[src/rtl/iox_pkg.sv]
package iox_pkg;

    typedef enum logic [1:0] {
        SZ_BYTE = 2'd0,
        SZ_HALF = 2'd1,
        SZ_WORD = 2'd2,
        SZ_RSVD = 2'd3
    } xfer_size_e;

    function automatic logic size_ok(input logic [1:0] sz);
        return sz != SZ_RSVD;
    endfunction

endpackage

[src/rtl/iox_addr_map.sv]
module iox_addr_map #(
    parameter int          ADDR_W    = 32,
    parameter logic [31:0] WIN_BASE  = 32'h8000_0000,
    parameter int          WIN_BITS  = 23,
    parameter int          PORT_W    = 16,
    parameter int          LOW_BITS  = 5,
    parameter int          PAGE_BITS = 12
) (
    input  logic [ADDR_W-1:0] addr,
    input  logic              paged,
    output logic              hit,
    output logic [PORT_W-1:0] port
);
    localparam int TAG_W  = ADDR_W - WIN_BITS;
    localparam int PAGE_W = PORT_W - LOW_BITS;

    logic [TAG_W-1:0]    tag;
    logic [WIN_BITS-1:0] offset;
    logic [PORT_W-1:0]   flat_port;
    logic [PORT_W-1:0]   paged_port;

    assign tag    = addr[ADDR_W-1:WIN_BITS];
    assign offset = addr[WIN_BITS-1:0];
    assign hit    = (tag == WIN_BASE[ADDR_W-1:WIN_BITS]);

    // Flat mode keeps the low port-width bits of the aperture offset.
    assign flat_port = offset[PORT_W-1:0];

    // Paged mode: page number lands just above the low offset bits.
    generate
        if (PAGE_BITS + PAGE_W <= WIN_BITS) begin : g_page_fits
            assign paged_port = {offset[PAGE_BITS +: PAGE_W], offset[LOW_BITS-1:0]};
        end else begin : g_page_pad
            localparam int AVAIL = WIN_BITS - PAGE_BITS;
            assign paged_port = {{(PAGE_W-AVAIL){1'b0}},
                                 offset[WIN_BITS-1:PAGE_BITS],
                                 offset[LOW_BITS-1:0]};
        end
    endgenerate

    assign port = paged ? paged_port : flat_port;

endmodule

[src/rtl/iox_lane_swap.sv]
module iox_lane_swap #(
    parameter int DATA_W = 32
) (
    input  logic [DATA_W-1:0] din,
    input  logic [1:0]        size,
    output logic [DATA_W-1:0] dout
);
    import iox_pkg::*;

    localparam int NB = DATA_W / 8;

    generate
        for (genvar i = 0; i < NB; i++) begin : g_lane
            always_comb begin
                dout[i*8 +: 8] = 8'h00;
                unique case (xfer_size_e'(size))
                    SZ_BYTE: if (i == 0) dout[i*8 +: 8] = din[7:0];
                    SZ_HALF: if (i < 2)  dout[i*8 +: 8] = din[(1-i)*8 +: 8];
                    SZ_WORD: if (i < 4)  dout[i*8 +: 8] = din[(3-i)*8 +: 8];
                    default: dout[i*8 +: 8] = 8'h00;
                endcase
            end
        end
    endgenerate

endmodule

[src/rtl/iox_bridge.sv]
module iox_bridge #(
    parameter int          ADDR_W    = 32,
    parameter int          DATA_W    = 32,
    parameter logic [31:0] WIN_BASE  = 32'h8000_0000,
    parameter int          WIN_BITS  = 23,
    parameter int          PORT_W    = 16,
    parameter int          LOW_BITS  = 5,
    parameter int          PAGE_BITS = 12
) (
    input  logic              clk,
    input  logic              rst_n,
    input  logic              map_sel,
    input  logic              cpu_req,
    input  logic              cpu_we,
    input  logic [1:0]        cpu_size,
    input  logic [ADDR_W-1:0] cpu_addr,
    input  logic [DATA_W-1:0] cpu_wdata,
    input  logic              io_rvalid,
    input  logic [DATA_W-1:0] io_rdata,
    output logic              io_req,
    output logic              io_we,
    output logic [1:0]        io_size,
    output logic [PORT_W-1:0] io_addr,
    output logic [DATA_W-1:0] io_wdata,
    output logic              cpu_rvalid,
    output logic [DATA_W-1:0] cpu_rdata
);
    import iox_pkg::*;

    typedef struct packed {
        logic              req;
        logic              we;
        logic [1:0]        size;
        logic [PORT_W-1:0] addr;
        logic [DATA_W-1:0] wdata;
        logic [1:0]        rd_size;
        logic              rvalid;
        logic [DATA_W-1:0] rdata;
    } st_t;

    st_t st_d, st_q;

    logic              win_hit;
    logic [PORT_W-1:0] port_num;
    logic [DATA_W-1:0] wdata_sw;
    logic [DATA_W-1:0] rdata_sw;
    logic              fwd;

    iox_addr_map #(
        .ADDR_W(ADDR_W), .WIN_BASE(WIN_BASE), .WIN_BITS(WIN_BITS),
        .PORT_W(PORT_W), .LOW_BITS(LOW_BITS), .PAGE_BITS(PAGE_BITS)
    ) u_map (
        .addr (cpu_addr),
        .paged(map_sel),
        .hit  (win_hit),
        .port (port_num)
    );

    iox_lane_swap #(.DATA_W(DATA_W)) u_wswap (
        .din (cpu_wdata),
        .size(cpu_size),
        .dout(wdata_sw)
    );

    // Return data is sized by the last read that went out.
    iox_lane_swap #(.DATA_W(DATA_W)) u_rswap (
        .din (io_rdata),
        .size(st_q.rd_size),
        .dout(rdata_sw)
    );

    assign fwd = cpu_req && win_hit && size_ok(cpu_size);

    always_comb begin
        st_d        = st_q;
        st_d.req    = fwd;
        st_d.rvalid = io_rvalid;
        if (fwd) begin
            st_d.we    = cpu_we;
            st_d.size  = cpu_size;
            st_d.addr  = port_num;
            st_d.wdata = cpu_we ? wdata_sw : '0;
            if (!cpu_we) begin
                st_d.rd_size = cpu_size;
            end
        end
        if (io_rvalid) begin
            st_d.rdata = rdata_sw;
        end
    end

    always_ff @(posedge clk) begin
        if (!rst_n) begin
            st_q         <= '0;
            st_q.rd_size <= SZ_BYTE;
        end else begin
            st_q <= st_d;
        end
    end

    assign io_req     = st_q.req;
    assign io_we      = st_q.we;
    assign io_size    = st_q.size;
    assign io_addr    = st_q.addr;
    assign io_wdata   = st_q.wdata;
    assign cpu_rvalid = st_q.rvalid;
    assign cpu_rdata  = st_q.rdata;

    // a port strobe always traces back to an in-window processor strobe
    p_req_origin_r2: assert property (@(posedge clk) disable iff (!rst_n)
        io_req |-> ($past(cpu_req) && $past(cpu_addr[ADDR_W-1:WIN_BITS]) == WIN_BASE[ADDR_W-1:WIN_BITS]));

    // flat mode keeps the low offset bits
    p_flat_addr_r3: assert property (@(posedge clk) disable iff (!rst_n)
        (io_req && !$past(map_sel)) |-> io_addr == $past(cpu_addr[PORT_W-1:0]));

    // paged mode keeps the low five bits in place
    p_paged_low_r4: assert property (@(posedge clk) disable iff (!rst_n)
        (io_req && $past(map_sel)) |-> io_addr[LOW_BITS-1:0] == $past(cpu_addr[LOW_BITS-1:0]));

    // a byte write clears every lane but the lowest
    p_byte_lanes_r6: assert property (@(posedge clk) disable iff (!rst_n)
        (io_req && io_we && io_size == SZ_BYTE) |-> io_wdata[DATA_W-1:8] == '0);

    // return strobe is delayed by one cycle
    p_rvalid_r9: assert property (@(posedge clk) disable iff (!rst_n)
        cpu_rvalid == $past(io_rvalid));

    // reserved size never reaches the port bus
    p_rsvd_size_r10: assert property (@(posedge clk) disable iff (!rst_n)
        io_req |-> io_size != SZ_RSVD);

endmodule

[config.mk]
export PLATFORM = sky130hd
export DESIGN_NAME = iox_bridge
export DESIGN_NICKNAME = d
export VERILOG_FILES = /design/src/rtl/iox_pkg.sv /design/src/rtl/iox_addr_map.sv /design/src/rtl/iox_lane_swap.sv /design/src/rtl/iox_bridge.sv
export SDC_FILE = /design/constraint.sdc
export NUM_CORES = 1
export LEC_CHECK = 0
export BUFFER_PORTS_ARGS = -buffer_cell sky130_fd_sc_hd__buf_2
export CORE_MARGIN = 2
export CORE_UTILIZATION = 40
export DETAILED_ROUTE_END_ITERATION = 8
export GPL_TIMING_DRIVEN = 0
export PLACE_DENSITY_LB_ADDON = 0.15
export REMOVE_ABC_BUFFERS = 1
export SYNTH_ARGS = -nofsm -noshare
export SYNTH_HDL_FRONTEND = slang
export SYNTH_SLANG_ARGS = --single-unit
export TNS_END_PERCENT = 10
[constraint.sdc]
create_clock -name clk -period 2.97 [get_ports clk]
set_input_delay 0.4455 -clock clk [delete_from_list [all_inputs] [get_ports clk]]
set_output_delay 0.4455 -clock clk [all_outputs]
set_load 0.05 [all_outputs]
# --- After elaboration in Yosys (flattened, before gate mapping) ---
# Cells that the tools add are included.
word_totals:
  wordCells: 30
  input_bits: 104
  ff_bits: 87
  output_inout_bits: 85
op_classes:
  reduce_logical: 5
  eq_ne: 6
  bitwise_logic: 1
  n_mux: 10
op_table:
  columns: ["cell", "n"]
  rows:
  - ["$pmux W8 S3", 2]
  - ["$mux W32", 1]
  - ["$mux W8", 4]
  - ["$pmux W8 S2", 2]
  - ["$mux W16", 1]
  - ["$eq A9 B9 Y1 const B", 1]
  - ["$eq A2 B1 Y1 const B", 2]
  - ["$eq A2 B2 Y1 const B", 2]
  - ["$logic_not A2 Y1", 2]
  - ["$logic_and A1 B1 Y1", 2]
  - ["$ne A2 B2 Y1 const B", 1]
  - ["$reduce_and A2 Y1", 1]
  - ["$not A1 Y1", 1]

# --- Depth between registers and ports, before layout ---
# Gate-level depths: netlist of the first run.
depth:
  depth_word: 4
  mapped_depth: 8
  depth_no_buf: 5

# --- Cells and area by module ---
# From an unflattened synthesis of the first run, not the netlist that was laid out.
unflattened:
  hier_cells: 564
  hier_area_um2: 5099.9
modules_own_cells:
  columns: ["mod", "seq_area_each_um2", "area_each_um2", "cells_per_inst", "instances"]
  rows:
  - ["iox_bridge", 1741.7, 4017.6, 422, 1]
  - ["iox_lane_swap", 0.0, 425.4, 61, 2]
  - ["iox_addr_map", 0.0, 231.5, 20, 1]

# --- Worst setup path before layout of the first run ---
# OpenSTA, ideal clock, no wires.
synth_path:
  path_type: "input to register"
  start: "input cpu_size[0]"
  end: "register st_q (netlist bit io_we)"
  n_path_buf: 2
  t_arrival_ns: 1.410
  setup_time_ns: 0.123
  cell_stages: 6
  required_time_ns: 2.847
  path_slack_ns: 1.437
  path_cell_list: "ha_1 -> nor4_1 -> nand3_1 -> buf_6 -> buf_8 -> mux2i_1"
synth_via:
  elab_chain_len: 2
synth_lines:
  columns: ["element", "line_no", "rtl"]
  rows:
  - ["start: declaration", "iox_bridge.sv:15", "input logic [1:0] cpu_size,"]
  - ["$ne A2 B2 Y1", "iox_pkg.sv:11", "return sz != SZ_RSVD;"]
  - ["$logic_and A1 B1 Y1", "iox_bridge.sv:72", "assign fwd = cpu_req && win_hit && size_ok(cpu_size);"]
  - ["end signal: assignment", "iox_bridge.sv:97", "st_q <= st_d;"]
  - ["end: declaration", "iox_bridge.sv:41", "st_t st_d, st_q;"]
# No other way between the ends.
# A chain may end at the register's enable or synchronous reset.

# --- Worst setup path after layout of the first run ---
layout_path:
  start: "input rst_n"
  end: "register st_q (netlist bit cpu_rdata[12])"
layout_rtl:
  columns: ["element", "line_no", "rtl"]
  rows:
  - ["start: declaration", "iox_bridge.sv:11", "input logic rst_n,"]
# No word-level cell between the ends.

==> results.json, run 1 <==
{
  "route.vias.total": 3623,
  "synthToLayoutAreaGrowth_pct": 13.8,
  "post-route-util": 0.470,
  "slew_headroom": 0.136,
  "detailed_route_drc_error_count": 0,
  "power.net_switching_uw": 580,
  "placementRows": 38,
  "cp_cell_sequence": "buf_2 > inv_1 > nor2_1",
  "core-area_um2": 10900,
  "clk_transition_reported_paths_ps": 60,
  "numCtsBuffers": 9,
  "chipHeight_um": 110,
  "netlist_area_um2": 4520,
  "ys_dominant_reg_cell": "sky130_fd_sc_hd__dfxtp_1",
  "drive_above_1_share": 0.385,
  "synth_top_area_frac": 0.385,
  "synthMostInstantiatedCell": "sky130_fd_sc_hd__nand2_1",
  "gpl.final_weighted_congestion": 0.741,
  "finalCritPeriodShare": 0.782,
  "clock.fmax_mhz": 431,
  "worst_pin_slew_ps": 1300,
  "timing.critical_path.slowest_cell_delay_ps": 950,
  "grt_use_total": 0.173,
  "fin_area_um2": 5140,
  "antenna_found_initial": 0,
  "antenna-diode-count": 0,
  "route.final.wire_length_um": 10800,
  "drt-wirelength-per-cell_um": 15.0,
  "grt_pass1_wl_um": 16300,
  "initial_core_util": 0.414,
  "cp-end-kind": "flop",
  "int_pwr_mw": 2.00,
  "critical_path_startpoint_category": "primary input",
  "power_frac_seq": 0.456,
  "detailed_route_vias_per_instance": 5.02,
  "timing.critical_path.depth": 3,
  "run_status": "completed",
  "timing.critical_path.from": "rst_n",
  "power.share.clock": 0.455,
  "cts_post_setup_buffers_inserted": 0,
  "grt_overflow": 0,
  "crit-reg2reg-capture": "cpu_rdata[16]$_SDFFE_PN0P_",
  "post_cts.resized_instances": 0,
  "cp_top_family": "buffers and inverters",
  "synth.avg_cell_area_um2": 9.10,
  "combinationalPowerShare": 0.089,
  "fin_skew_ps": 4.13,
  "worstPathArrival_ps": 2580,
  "timing.setup.critical_path_class": "in2reg",
  "worst_ep_required_time_ps": 3230,
  "reg2regPathDepth": 5,
  "critical_path.slowest_cell": "sky130_fd_sc_hd__buf_2",
  "ys.warnings.count": 0,
  "ys_top_cells_by_count": "97 x sky130_fd_sc_hd__nand2_1, 87 x sky130_fd_sc_hd__dfxtp_1, 82 x sky130_fd_sc_hd__buf_4, 53 x sky130_fd_sc_hd__mux2i_1, 33 x sky130_fd_sc_hd__nor2_1",
  "ctsHtreeMaxLevel": 3,
  "cts_root_buf": "sky130_fd_sc_hd__clkbuf_16",
  "grt_setup_unrepaired": "false",
  "number_of_antenna_violating_nets_in_the_routed_design": 0,
  "setup_violations": 0,
  "synth_cell_types": 29,
  "first_global_vias": 3360,
  "io_pins": 189,
  "hold_viol": 0,
  "synthDominantAreaCellType": "sky130_fd_sc_hd__dfxtp_1",
  "synth_sequential_area_ratio": 0.385,
  "worstSkewPairLatency_ps": 330,
  "die_x_um": 110,
  "power.density_cell_area_nw_per_um2": 502,
  "yosys_register_bits": 87,
  "timing.critical_path.to": "cpu_rdata[12]$_SDFFE_PN0P_",
  "synthesis.instances": 497,
  "drt_first_iter_violations": 267,
  "clock_tree_from_tritoncts": "yes",
  "critPathBufInv": 2,
  "setup.reg_to_reg.worst_slack_ps": 950,
  "cts.sink_count": 87,
  "cts_hold_repair.buffers": 0,
  "die_area_um2": 12200,
  "peakVddDrop_uv": 338,
  "critPathMaxFanout": 76,
  "placement.io_buffers": 188,
  "finalNetCount": 691,
  "grt_start_max_net_pins": 77,
  "drv_cap": 0,
  "clock_path_buffers": 2,
  "postSynth.asyncResetShare": 0,
  "min-delay-path-class": "in2reg",
  "synth_edf_count": 0,
  "drtPass1Iterations": 6,
  "detailed_place_hpwl_um": 7710,
  "netSwitchingFraction": 0.225,
  "detailed_place.area_um2": 4840,
  "rr_startpoint": "st_q[33]$_SDFFE_PN0P_",
  "period_minus_slack_ps": 2320,
  "synth_area_leaders": "sky130_fd_sc_hd__dfxtp_1 39%, sky130_fd_sc_hd__buf_4 14%, sky130_fd_sc_hd__mux2i_1 12%",
  "slew_violations": 0,
  "leak_nw": 2.69
}
-- kinds of logic (layout without fill, tap and decap cells) --
family,Yosys count,in the layout,synth area share
fa+ha+maj,8,8,0.0221
flops,87,87,0.385
simple gates,150,150,0.139
compound gates,64,64,0.121
buf+inv,124,209,0.188
mux,64,64,0.145
-- per-stage QoR --
stage	setup TNS (ps)	setup slack (ps)	instances	power, mW	hold slack (ps)
after floorplan	-14450	-281	379	1.31	468
after global placement	-62820	-1230	707	1.43	441
after detailed placement	0	266	708	1.43	449
after CTS	0	635	722	2.62	340
after global routing	0	411	722	2.68	348
final	0	647	722	2.58	352
-- sequential cells by signal, summed over array words and instances, names as in the netlist --
| name | cells |
|---|---|
| cpu_rdata | 32 |
| io_req | 1 |
| st_q | 2 |
| io_addr | 16 |
| cpu_rvalid | 1 |
| io_wdata | 32 |
| io_size | 2 |
| io_we | 1 |
-- tightest hold or removal path, delay by kind of cell --
family / cells / cell delay (ps)
buf+inv: 1 / 100
simple gates: 1 / 40
mux: 1 / 50
-- per-layer routing --
| metal | global-route usage | share of wire | vias to the layer above |
|---|---|---|---|
| met5 | 0 | 0 | - |
| met4 | 0.0589 | 0.010 | 0 |
| met3 | 0.0676 | 0.098 | 10 |
| met2 | 0.283 | 0.47 | 144 |
| met1 | 0.208 | 0.42 | 1687 |
| li1 | - | - | 1782 |
-- layout make-up --
type / count / area (um2)
clock inverters: 4 / 72.6
flip-flops and latches: 87 / 1740
inverters: 6 / 22.5
clock buffers: 10 / 229
repair buffers: 189 / 961
multi-input cells: 286 / 1940
well taps: 140 / 175
fillers: 1098 / 5790
-- cell usage in the layout (no fill, tap or decap), types with 2 or more instances in the layout --
master and instances:
sky130_fd_sc_hd__inv_1 6, sky130_fd_sc_hd__bufinv_16 2, sky130_fd_sc_hd__nor4_1 2, sky130_fd_sc_hd__a222oi_1 16
sky130_fd_sc_hd__buf_2 188, sky130_fd_sc_hd__clkbuf_16 9, sky130_fd_sc_hd__or2_2 8, sky130_fd_sc_hd__a22oi_1 23
sky130_fd_sc_hd__ha_1 8, sky130_fd_sc_hd__dfxtp_1 87, sky130_fd_sc_hd__mux2i_1 53, sky130_fd_sc_hd__and3_1 2
sky130_fd_sc_hd__mux2_2 11, sky130_fd_sc_hd__and2_1 2, sky130_fd_sc_hd__nand2_1 97, sky130_fd_sc_hd__nor2_1 33
sky130_fd_sc_hd__a2bb2oi_1 16, sky130_fd_sc_hd__a22o_1 8
-- power by group through the flow --
stage | sequential (mW) | clock (mW) | combinational [mW]
after detailed placement | 1.20 | 0 | 0.231
after global routing | 1.18 | 1.25 | 0.251
after global placement | 1.20 | 0 | 0.227
final | 1.18 | 1.17 | 0.230
after floorplan | 1.23 | 0 | 0.0808
after CTS | 1.18 | 1.21 | 0.231
-- worst min-delay path by stage --
stage	from	end	slack [ps]	cells after the start
finish	cpu_addr[4]	io_addr[4]$_SDFFE_PN0P_	350	3
global route	cpu_addr[3]	io_addr[3]$_SDFFE_PN0P_	350	3
CTS	cpu_addr[4]	io_addr[4]$_SDFFE_PN0P_	340	3
detailed placement	io_wdata[1]$_SDFFE_PN0P_	io_wdata[1]$_SDFFE_PN0P_	450	2
global placement	io_addr[2]$_SDFFE_PN0P_	io_addr[2]$_SDFFE_PN0P_	440	2
floorplan	st_q[34]$_SDFFE_PN0P_	st_q[34]$_SDFFE_PN0P_	470	2
(Power assumes the default switching activity.)
==> run 2: changes to the inputs <==
==> constraint.sdc (replaced) <==
create_clock -name clk -period 2.2 [get_ports clk]
set_input_delay 0.33 -clock clk [delete_from_list [all_inputs] [get_ports clk]]
set_output_delay 0.33 -clock clk [all_outputs]
set_load 0.05 [all_outputs]
==> results.json, run 2 (synthesis gave the netlist of run 1 again) <==
{
  "numCtsBuffers": 9,
  "worstHoldStart": "cpu_addr[3]",
  "storage_cell_area_um2": 1740,
  "detailed_route_vias_per_instance": 5.01,
  "leak_nw": 2.69,
  "drtPass1Iterations": 5,
  "core-area_um2": 10900,
  "synthToLayoutAreaGrowth_pct": 13.8,
  "grt_overflow": 0,
  "worst_pin_slew_ps": 1050,
  "peakVddDrop_uv": 456,
  "hold_viol": 0,
  "most-common-layout-cells": "187 x sky130_fd_sc_hd__buf_2, 97 x sky130_fd_sc_hd__nand2_1, 87 x sky130_fd_sc_hd__dfxtp_1",
  "whs_ps": 236,
  "worst_ep_required_time_ps": 2460,
  "run_status": "completed",
  "first_global_vias": 3360,
  "rr_startpoint": "st_q[33]$_SDFFE_PN0P_",
  "placement.io_buffers": 188,
  "finalNetCount": 691,
  "int_pwr_mw": 2.70,
  "worstPathArrival_ps": 2280,
  "number_of_antenna_violating_nets_in_the_routed_design": 0,
  "power_frac_seq": 0.456,
  "grt_use_total": 0.173,
  "slew_violations": 0,
  "antenna_found_initial": 0,
  "clock_path_buffers": 2,
  "cts.sink_count": 87,
  "fin_skew_ps": 4.02,
  "cts_hold_repair.buffers": 0,
  "n_fill_cell": 1099,
  "die_x_um": 110,
  "initial_core_util": 0.414,
  "cts_root_buf": "sky130_fd_sc_hd__clkbuf_16",
  "timing.setup.critical_path_class": "reg2reg",
  "netSwitchingFraction": 0.225,
  "gpl.final_weighted_congestion": 0.741,
  "clock_tree_from_tritoncts": "yes",
  "slew_headroom": 0.300,
  "die_area_um2": 12200,
  "detailed_route_drc_error_count": 0,
  "drt_first_iter_violations": 267,
  "min-delay-path-class": "in2reg",
  "timing.critical_path.from": "st_q[33]$_SDFFE_PN0P_",
  "ctsHtreeMaxLevel": 3,
  "finalCritPeriodShare": 0.918,
  "multi_input_combinational_cell_area_um2": 1940,
  "grt_setup_unrepaired": "false",
  "clk_transition_reported_paths_ps": 60,
  "grt_start_max_net_pins": 77,
  "critical_path_startpoint_category": "flop",
  "post_cts.resized_instances": 1,
  "critPathMaxFanout": 17,
  "setup_violations": 0,
  "chipHeight_um": 110,
  "route.vias.total": 3614,
  "io_pins": 189,
  "period_minus_slack_ps": 2020,
  "final_common_cell": "sky130_fd_sc_hd__buf_2",
  "placementRows": 38,
  "clock.fmax_mhz": 495,
  "cp-end-kind": "flop",
  "antenna-diode-count": 0,
  "cts_post_setup_buffers_inserted": 0,
  "worstSkewPairLatency_ps": 330,
  "drv_cap": 0,
  "post-route-util": 0.471,
  "power.net_switching_uw": 784,
  "route.final.wire_length_um": 10900,
  "power.share.clock": 0.455,
  "drt-wirelength-per-cell_um": 15.0,
  "combinationalPowerShare": 0.089,
  "grt_pass1_wl_um": 16300,
  "power.density_cell_area_nw_per_um2": 677,
  "detailed_place_hpwl_um": 7710,
  "drive_above_1_share": 0.385
}
[run 2: cell counts in the layout (fill, tap and decap cells not counted)]
No cell type changed its count.
[run 2: stage by stage]
step | total power [mW] | area (um2) | setup TNS (ps) | instances | setup WS [ps]
after floorplan | 1.76 | 3690 | -48480 | 379 | -935
after detailed placement | 1.94 | 4840 | -17550 | 708 | -388
final | 3.48 | 5150 | 0 | 722 | 181
after CTS | 3.53 | 5150 | 0 | 722 | 160
after global placement | 1.93 | 4810 | -106810 | 707 | -1890
after global routing | 3.62 | 5150 | 0 | 722 | 12.9
[run 2: final timing paths]
path,to,slack (ps),depth (start not counted)
setup / recovery,cpu_rdata[16]$_SDFFE_PN0P_,180,5
hold / removal,io_addr[3]$_SDFFE_PN0P_,240,3
setup reg to reg,cpu_rdata[16]$_SDFFE_PN0P_,180,5
hold reg to reg,io_wdata[24]$_SDFFE_PN0P_,450,2
[run 2: layout make-up]
class,count,share of cell area
inverter,6,0.00438
tap,140,0.0340
timing repair buffer,189,0.187
clock inverter,4,0.0141
multi-input combinational,286,0.377
clock buffer,10,0.0445
sequential,87,0.338
[run 2: power by group through the flow]
| stage | registers (mW) | logic, mW | clock network (mW) |
|---|---|---|---|
| final | 1.59 | 0.311 | 1.58 |
| after global routing | 1.59 | 0.339 | 1.69 |
| after CTS | 1.59 | 0.312 | 1.63 |
| after detailed placement | 1.62 | 0.312 | 0 |
| after global placement | 1.62 | 0.306 | 0 |
| after floorplan | 1.66 | 0.109 | 0 |
[run 2: worst max-delay path, cell delays in order (launching register included)]
cell and delay (ps):
sky130_fd_sc_hd__dfxtp_1 340, sky130_fd_sc_hd__inv_1 90, sky130_fd_sc_hd__ha_1 580, sky130_fd_sc_hd__and2_1 660, sky130_fd_sc_hd__a22oi_1 140, sky130_fd_sc_hd__nor2_1 130
[run 2: per-layer routing]
| layer | part of all wire | GRT usage | vias up | wire [um] |
|---|---|---|---|---|
| li1 | - | - | 1782 | - |
| met1 | 0.42 | 0.208 | 1681 | 4550 |
| met2 | 0.47 | 0.283 | 141 | 5140 |
| met3 | 0.097 | 0.0676 | 10 | 1060 |
| met5 | 0 | 0 | - | 0 |
| met4 | 0.010 | 0.0589 | 0 | 113 |
